$ cat config.mk
export PLATFORM = sky130hd
export DESIGN_NAME = zs_readout_seq
export DESIGN_NICKNAME = d
export VERILOG_FILES = /design/src/rtl/zsr_pkg.sv /design/src/rtl/zsr_ctrl.sv /design/src/rtl/zsr_datapath.sv /design/src/rtl/zs_readout_seq.sv
export SDC_FILE = /design/constraint.sdc
export NUM_CORES = 1
export LEC_CHECK = 0
export BUFFER_PORTS_ARGS = -buffer_cell sky130_fd_sc_hd__buf_2
export CAP_MARGIN = 10
export CORE_ASPECT_RATIO = 2
export CORE_MARGIN = 3
export CORE_UTILIZATION = 55
export CTS_BUF_LIST = sky130_fd_sc_hd__clkbuf_16
export CTS_CLUSTER_SIZE = 16
export DETAILED_ROUTE_END_ITERATION = 8
export MAX_ROUTING_LAYER = met4
export PLACE_DENSITY = 0.75
export SYNTH_ARGS = -nofsm -noshare
export SYNTH_HDL_FRONTEND = slang
export SYNTH_HIERARCHICAL = 1
export SYNTH_SLANG_ARGS = --single-unit
$ cat constraint.sdc
create_clock -name clk -period 4.3 [get_ports clk]
set_clock_uncertainty 0.2 [all_clocks]
set_input_delay 0.86 -clock clk [delete_from_list [all_inputs] [get_ports clk]]
set_output_delay 0.86 -clock clk [all_outputs]
set_load 0.01 [all_outputs]
$ cat src/rtl/zsr_pkg.sv
package zsr_pkg;

  typedef enum logic [2:0] {
    ST_IDLE,
    ST_INIT,
    ST_LOAD,
    ST_SCAN,
    ST_FINAL,
    ST_READ
  } seqState_t;

  // Strobes from the sequencer control to the datapath
  typedef struct packed {
    logic initCnt;    // clear scan address, word count and read pointer
    logic loadFirst;  // uncompressed: capture channel 0 and step address
    logic scanStep;   // compressed: one scan slot
    logic emitHeader; // compressed: build header, arm word countdown
    logic nextWord;   // an acknowledge consumed a non-final word
    logic selMem;     // address channels through the address memory
    logic sparse;     // latched compression mode
  } dpCtrl_t;

endpackage

$ cat src/rtl/zsr_ctrl.sv
module zsr_ctrl
  import zsr_pkg::*;
(
  input  logic    clk,
  input  logic    rstN,
  input  logic    start,
  input  logic    compress,
  input  logic    rdAck,
  input  logic    scanLast,
  input  logic    countZero,
  input  logic    lastWord,
  output dpCtrl_t ctl,
  output logic    readEnable,
  output logic    done
);

  seqState_t state, stateNext;
  logic      modeSparse;
  logic      rdEnNext, doneNext;

  always_comb begin
    stateNext = state;
    rdEnNext  = readEnable;
    doneNext  = 1'b0;
    ctl       = '0;
    ctl.sparse = modeSparse;
    ctl.selMem = modeSparse && (state == ST_READ);
    unique case (state)
      ST_IDLE: if (start) stateNext = ST_INIT;
      ST_INIT: begin
        ctl.initCnt = 1'b1;
        stateNext   = modeSparse ? ST_SCAN : ST_LOAD;
      end
      ST_LOAD: begin
        ctl.loadFirst = 1'b1;
        rdEnNext      = 1'b1;
        stateNext     = ST_READ;
      end
      ST_SCAN: begin
        ctl.scanStep = 1'b1;
        if (scanLast) stateNext = ST_FINAL;
      end
      ST_FINAL: begin
        ctl.emitHeader = 1'b1;
        if (countZero) begin
          doneNext  = 1'b1;
          stateNext = ST_IDLE;
        end else begin
          rdEnNext  = 1'b1;
          stateNext = ST_READ;
        end
      end
      ST_READ: begin
        if (rdAck) begin
          if (lastWord) begin
            rdEnNext  = 1'b0;
            doneNext  = 1'b1;
            stateNext = ST_IDLE;
          end else begin
            ctl.nextWord = 1'b1;
          end
        end
      end
      default: stateNext = ST_IDLE;
    endcase
  end

  always_ff @(posedge clk or negedge rstN) begin
    if (!rstN) begin
      state      <= ST_IDLE;
      modeSparse <= 1'b0;
      readEnable <= 1'b0;
      done       <= 1'b0;
    end else begin
      state      <= stateNext;
      readEnable <= rdEnNext;
      done       <= doneNext;
      if (state == ST_IDLE && start) modeSparse <= compress;
    end
  end

endmodule

$ cat src/rtl/zsr_datapath.sv
module zsr_datapath
  import zsr_pkg::*;
#(
  parameter int NUM_CH = 16,
  parameter int DATA_W = 12,
  localparam int ADDR_W = $clog2(NUM_CH),
  localparam int CNT_W  = ADDR_W + 1,
  localparam int OUT_W  = 1 + ADDR_W + DATA_W
) (
  input  logic              clk,
  input  logic              rstN,
  input  dpCtrl_t           ctl,
  input  logic [DATA_W-1:0] chanData,
  input  logic              chanValid,
  output logic [ADDR_W-1:0] chanAddr,
  output logic [OUT_W-1:0]  readWord,
  output logic [CNT_W-1:0]  wordCount,
  output logic              scanLast,
  output logic              countZero,
  output logic              lastWord
);

  logic [ADDR_W-1:0] addrCnt;
  logic [ADDR_W-1:0] readPtr;
  logic [CNT_W-1:0]  wordsLeft;
  logic [ADDR_W-1:0] addrMem [NUM_CH];

  assign chanAddr  = ctl.selMem ? addrMem[readPtr] : addrCnt;
  assign scanLast  = (addrCnt == ADDR_W'(NUM_CH - 1));
  assign countZero = (wordCount == '0);
  assign lastWord  = (wordsLeft == '0);

  // Valid-address list; written only during the scan, read only after it
  always_ff @(posedge clk) begin
    if (ctl.scanStep && chanValid)
      addrMem[wordCount[ADDR_W-1:0]] <= addrCnt;
  end

  always_ff @(posedge clk or negedge rstN) begin
    if (!rstN) begin
      addrCnt   <= '0;
      readPtr   <= '0;
      wordCount <= '0;
      wordsLeft <= '0;
      readWord  <= '0;
    end else begin
      if (ctl.initCnt) begin
        addrCnt   <= '0;
        readPtr   <= '0;
        wordCount <= '0;
      end
      if (ctl.loadFirst) begin
        readWord  <= {1'b0, addrCnt, chanData};
        addrCnt   <= addrCnt + 1'b1;
        wordCount <= CNT_W'(NUM_CH);
        wordsLeft <= CNT_W'(NUM_CH - 1);
      end
      if (ctl.scanStep) begin
        addrCnt <= addrCnt + 1'b1;
        if (chanValid) wordCount <= wordCount + 1'b1;
      end
      if (ctl.emitHeader) begin
        readWord  <= {1'b1, {(OUT_W - 1 - CNT_W){1'b0}}, wordCount};
        wordsLeft <= wordCount;
        readPtr   <= '0;
      end
      if (ctl.nextWord) begin
        readWord  <= {1'b0, chanAddr, chanData};
        wordsLeft <= wordsLeft - 1'b1;
        if (ctl.sparse) readPtr <= readPtr + 1'b1;
        else            addrCnt <= addrCnt + 1'b1;
      end
    end
  end

endmodule

$ cat src/rtl/zs_readout_seq.sv
module zs_readout_seq
  import zsr_pkg::*;
#(
  parameter int NUM_CH = 16,
  parameter int DATA_W = 12,
  localparam int ADDR_W = $clog2(NUM_CH),
  localparam int CNT_W  = ADDR_W + 1,
  localparam int OUT_W  = 1 + ADDR_W + DATA_W
) (
  input  logic              clk,
  input  logic              rstN,
  input  logic              start,
  input  logic              compress,
  input  logic [DATA_W-1:0] chanData,
  input  logic              chanValid,
  input  logic              rdAck,
  output logic [ADDR_W-1:0] chanAddr,
  output logic [OUT_W-1:0]  readWord,
  output logic              readEnable,
  output logic [CNT_W-1:0]  wordCount,
  output logic              done
);

  dpCtrl_t ctl;
  logic    scanLast, countZero, lastWord;

  zsr_ctrl u_ctrl (
    .clk        (clk),
    .rstN       (rstN),
    .start      (start),
    .compress   (compress),
    .rdAck      (rdAck),
    .scanLast   (scanLast),
    .countZero  (countZero),
    .lastWord   (lastWord),
    .ctl        (ctl),
    .readEnable (readEnable),
    .done       (done)
  );

  zsr_datapath #(.NUM_CH(NUM_CH), .DATA_W(DATA_W)) u_dp (
    .clk       (clk),
    .rstN      (rstN),
    .ctl       (ctl),
    .chanData  (chanData),
    .chanValid (chanValid),
    .chanAddr  (chanAddr),
    .readWord  (readWord),
    .wordCount (wordCount),
    .scanLast  (scanLast),
    .countZero (countZero),
    .lastWord  (lastWord)
  );

endmodule

==> results.yml <==
critical_path:
  critPathTopFamily: "simple AND/OR/NAND/NOR gates"
  critPathSlowestCell: "dfrtp_1"
  endpoint: "chanAddr[1]"
  required_ps: 3240
  r2r-end: "u_dp/readWord[0]"
  crit_chain: "nor2b_1 > and3_1 > nand2b_1 > nor4_1 > nor2_1 > buf_2"
  worstSetupStartpoint: "u_ctrl/state[0]"
  crit_type: "reg2out"
  critPathCaptureType: "primary output"
  crit_path_start_kind: "flop"
  r2r_slack_ps: 1390
  critPathMaxFanout: 12
  arrival_ps: 2560
  reg2reg_depth: 8
  worst-path-stages: 6
  reg2reg_from: "u_dp/wordsLeft[0]"
  worst-path-buf-inv: 1
  critPathMaxStageDelay_ps: 600
layout:
  drive_above_1_share: 0.185
  antennaDiodeCount: 0
  fillers: 638
  stdcell_count: 536
  nets: 458
  area_growth_pct: 11.5
grt:
  track_usage: 0.248
  grt_pass1_wl_um: 18100
  antenna_found_initial: 0
  grt-ovfl-total: 0
  grt_max_degree: 26
  grt_pass1_vias: 3438
logic_synthesis:
  synthCells: 389
  yosysTopAreaCellShare: 0.397
  yosys_warnings: 6
  synth_top_cell_by_area: "edfxtp_1"
  yosysMostFrequentCell: "edfxtp_1"
  synth_edf_count: 64
  ys.flop_type: "edfxtp_1"
  syn_area_sq_um: 4840
  synth_area_leaders: "edfxtp_1 40%, dfrtp_1 21%, mux2i_1 8.1%"
  synth_fp_nets: 414
  yosysSeqAreaShare: 0.609
  synth-async-reset-ratio: 0.390
  postSynthAreaPerCell_sq_um: 12.4
  synth_commonest_cells: "64 x edfxtp_1, 41 x dfrtp_1, 39 x mux2i_1"
  synth.ff_latch_count: 105
  synth.distinct_cells: 53
clocking:
  cts_resized: 0
  holdBufCountCts: 0
  clkTransAtPathRegs_ps: 70
  insertion_delay_ps: 340
  cts.path.max_buffers: 2
  h-tree-depth: 3
  postCtsSetupRepairBufs: 0
  numClockSinks: 105
  cts_made_buffers: 9
  cts_tree: "built"
  cts-root-buf: "clkbuf_16"
timing:
  fin_setup_tns_ps: 0
  worstMarginPinSlew_ps: 802
  rsz0062_at_grt: "false"
  whs_ps: 253
  fmax_ghz: 0.276
  drv_slew: 0
  period_needed_ps: 3620
  finalSetupViolations: 0
  relSlewSlack: 0.463
  period_share: 0.842
  hold_viol_final: 0
detailed_routing:
  wl_per_cell_um: 21.0
  first_iter_violations: 308
  num_vias: 3337
  finalWirelength_um: 11200
  drt_pass1_iterations: 6
  viasPerCell: 6.23
  drtAntennaViolNets: 0
  drc_errors: 0
placement:
  place_congestion: 0.963
  portBuffers: 45
  hpwl_um: 8080
  dp_cells: 520
die:
  fp.dieH_um: 139
  coreArea_sq_um: 8410
  die_w_um: 72.3
  num_rows: 47
  start_util: 0.576
  pin_count: 46
  die_area_sq_um: 10000
status:
  outcome: "finished, final reports clean"
power_and_ir_drop:
  finalPower_mw: 3.19
  ir_worst_vdd_mv: 0.462
  power_leakage_nw: 2.12
  power_density_nw_per_um2: 592
worst_hold_path:
  worst_hold_path_type: "in2async"
flow_run:
  maxCapViolations: 0
[cell usage in the layout, fill, tap and decap left out, drive strengths merged, types with 2 or more instances in the layout]
cell / count
nor3: 10
o21ai: 31
a22oi: 17
nor2b: 5
nand2b: 9
nor3b: 2
o32ai: 6
nor4b: 2
and3: 11
ha: 7
mux2i: 39
dfrtp: 41
a32o: 2
a21oi: 6
buf: 54
edfxtp: 64
inv: 14
nand3b: 2
clkinv: 3
nor2: 36
nand2: 20
xor2: 3
a21o: 2
or2: 3
o22ai: 13
clkbuf: 9
nor4: 4
a211oi: 3
nand3: 6
[logic make-up (layout without fill, tap and decap cells)]
kind of cell / Yosys count / after routing / share of synthesized area
and+or+nand+nor: 115 / 115 / 0.124
DFF: 105 / 105 / 0.609
AOI/OAI and AO/OA: 87 / 87 / 0.120
muxes: 40 / 40 / 0.0830
buffers and inverters: 32 / 81 / 0.0396
adders and majority gates: 7 / 7 / 0.0181
xor gates and xnor gates: 3 / 3 / 0.00543
[worst min path at each step]
stage                     slack [ps]               from           endpoint  cells past startpoint
after detailed placement         290  u_dp/wordsLeft[0]  u_dp/wordsLeft[0]                      1
after global routing             280               rstN  u_dp/readWord[12]                      1
after global placement           290  u_dp/wordsLeft[0]  u_dp/wordsLeft[0]                      1
after CTS                        250               rstN   u_dp/readWord[6]                      1
final                            250               rstN   u_dp/readWord[6]                      1
after floorplan                  250  u_dp/wordsLeft[0]  u_dp/wordsLeft[0]                      1
[flip-flops by register name (all words and copies together) (netlist names)]
name	cells
u_dp/readWord	17
u_ctrl/state	3
u_dp/addrMem	64
u_ctrl/done	1
u_dp/wordsLeft	5
u_dp/addrCnt	4
u_ctrl/readEnable	1
u_ctrl/modeSparse	1
u_dp/wordCount	5
u_dp/readPtr	4
[layer usage]
layer,vias to the layer above,global-route usage,routed length [um],part of all wire
li1,1545,-,-,-
met1,1632,0.268,3960,0.35
met2,123,0.435,6320,0.56
met3,37,0.0319,417,0.037
met4,0,0.118,544,0.048
met5,-,-,0,0
[worst reg2reg max path, cell delays in order (launching register included)]
cell and delay [ps]:
dfrtp_1 400, inv_1 90, ha_1 180, nand2_1 100
nor2_1 260, and4b_1 470, nor2_1 730, a22oi_1 180
o21ai_0 200
[stage by stage]
step	utilization	setup WS, ps	area [sq um]
6_report	0.641	678	5390
5_1_grt	0.641	542	5390
4_1_cts	0.641	752	5390
3_5_place_dp	0.608	1130	5110
3_3_place_gp	0.608	1150	5110
2_1_floorplan	-	1740	4840
[where the power goes]
group | total (mW) | internal, mW | switching [mW]
combinational | 1.01 | 0.406 | 0.600
clock | 0.759 | 0.399 | 0.359
sequential | 1.43 | 1.26 | 0.167
total | 3.19 | 2.07 | 1.13
[area by class of cell]
class / instances / area, sq um / area share
Timing Repair Buffer: 54 / 293 / 0.0543
Clock buffer: 9 / 225 / 0.0418
Clock inverter: 7 / 57.6 / 0.0107
Sequential cell: 105 / 2950 / 0.547
Multi-Input combinational cell: 252 / 1710 / 0.316
Tap cell: 98 / 123 / 0.0227
Inverter: 11 / 41.3 / 0.00765
Note: power is estimated with default switching activity, not from simulation.
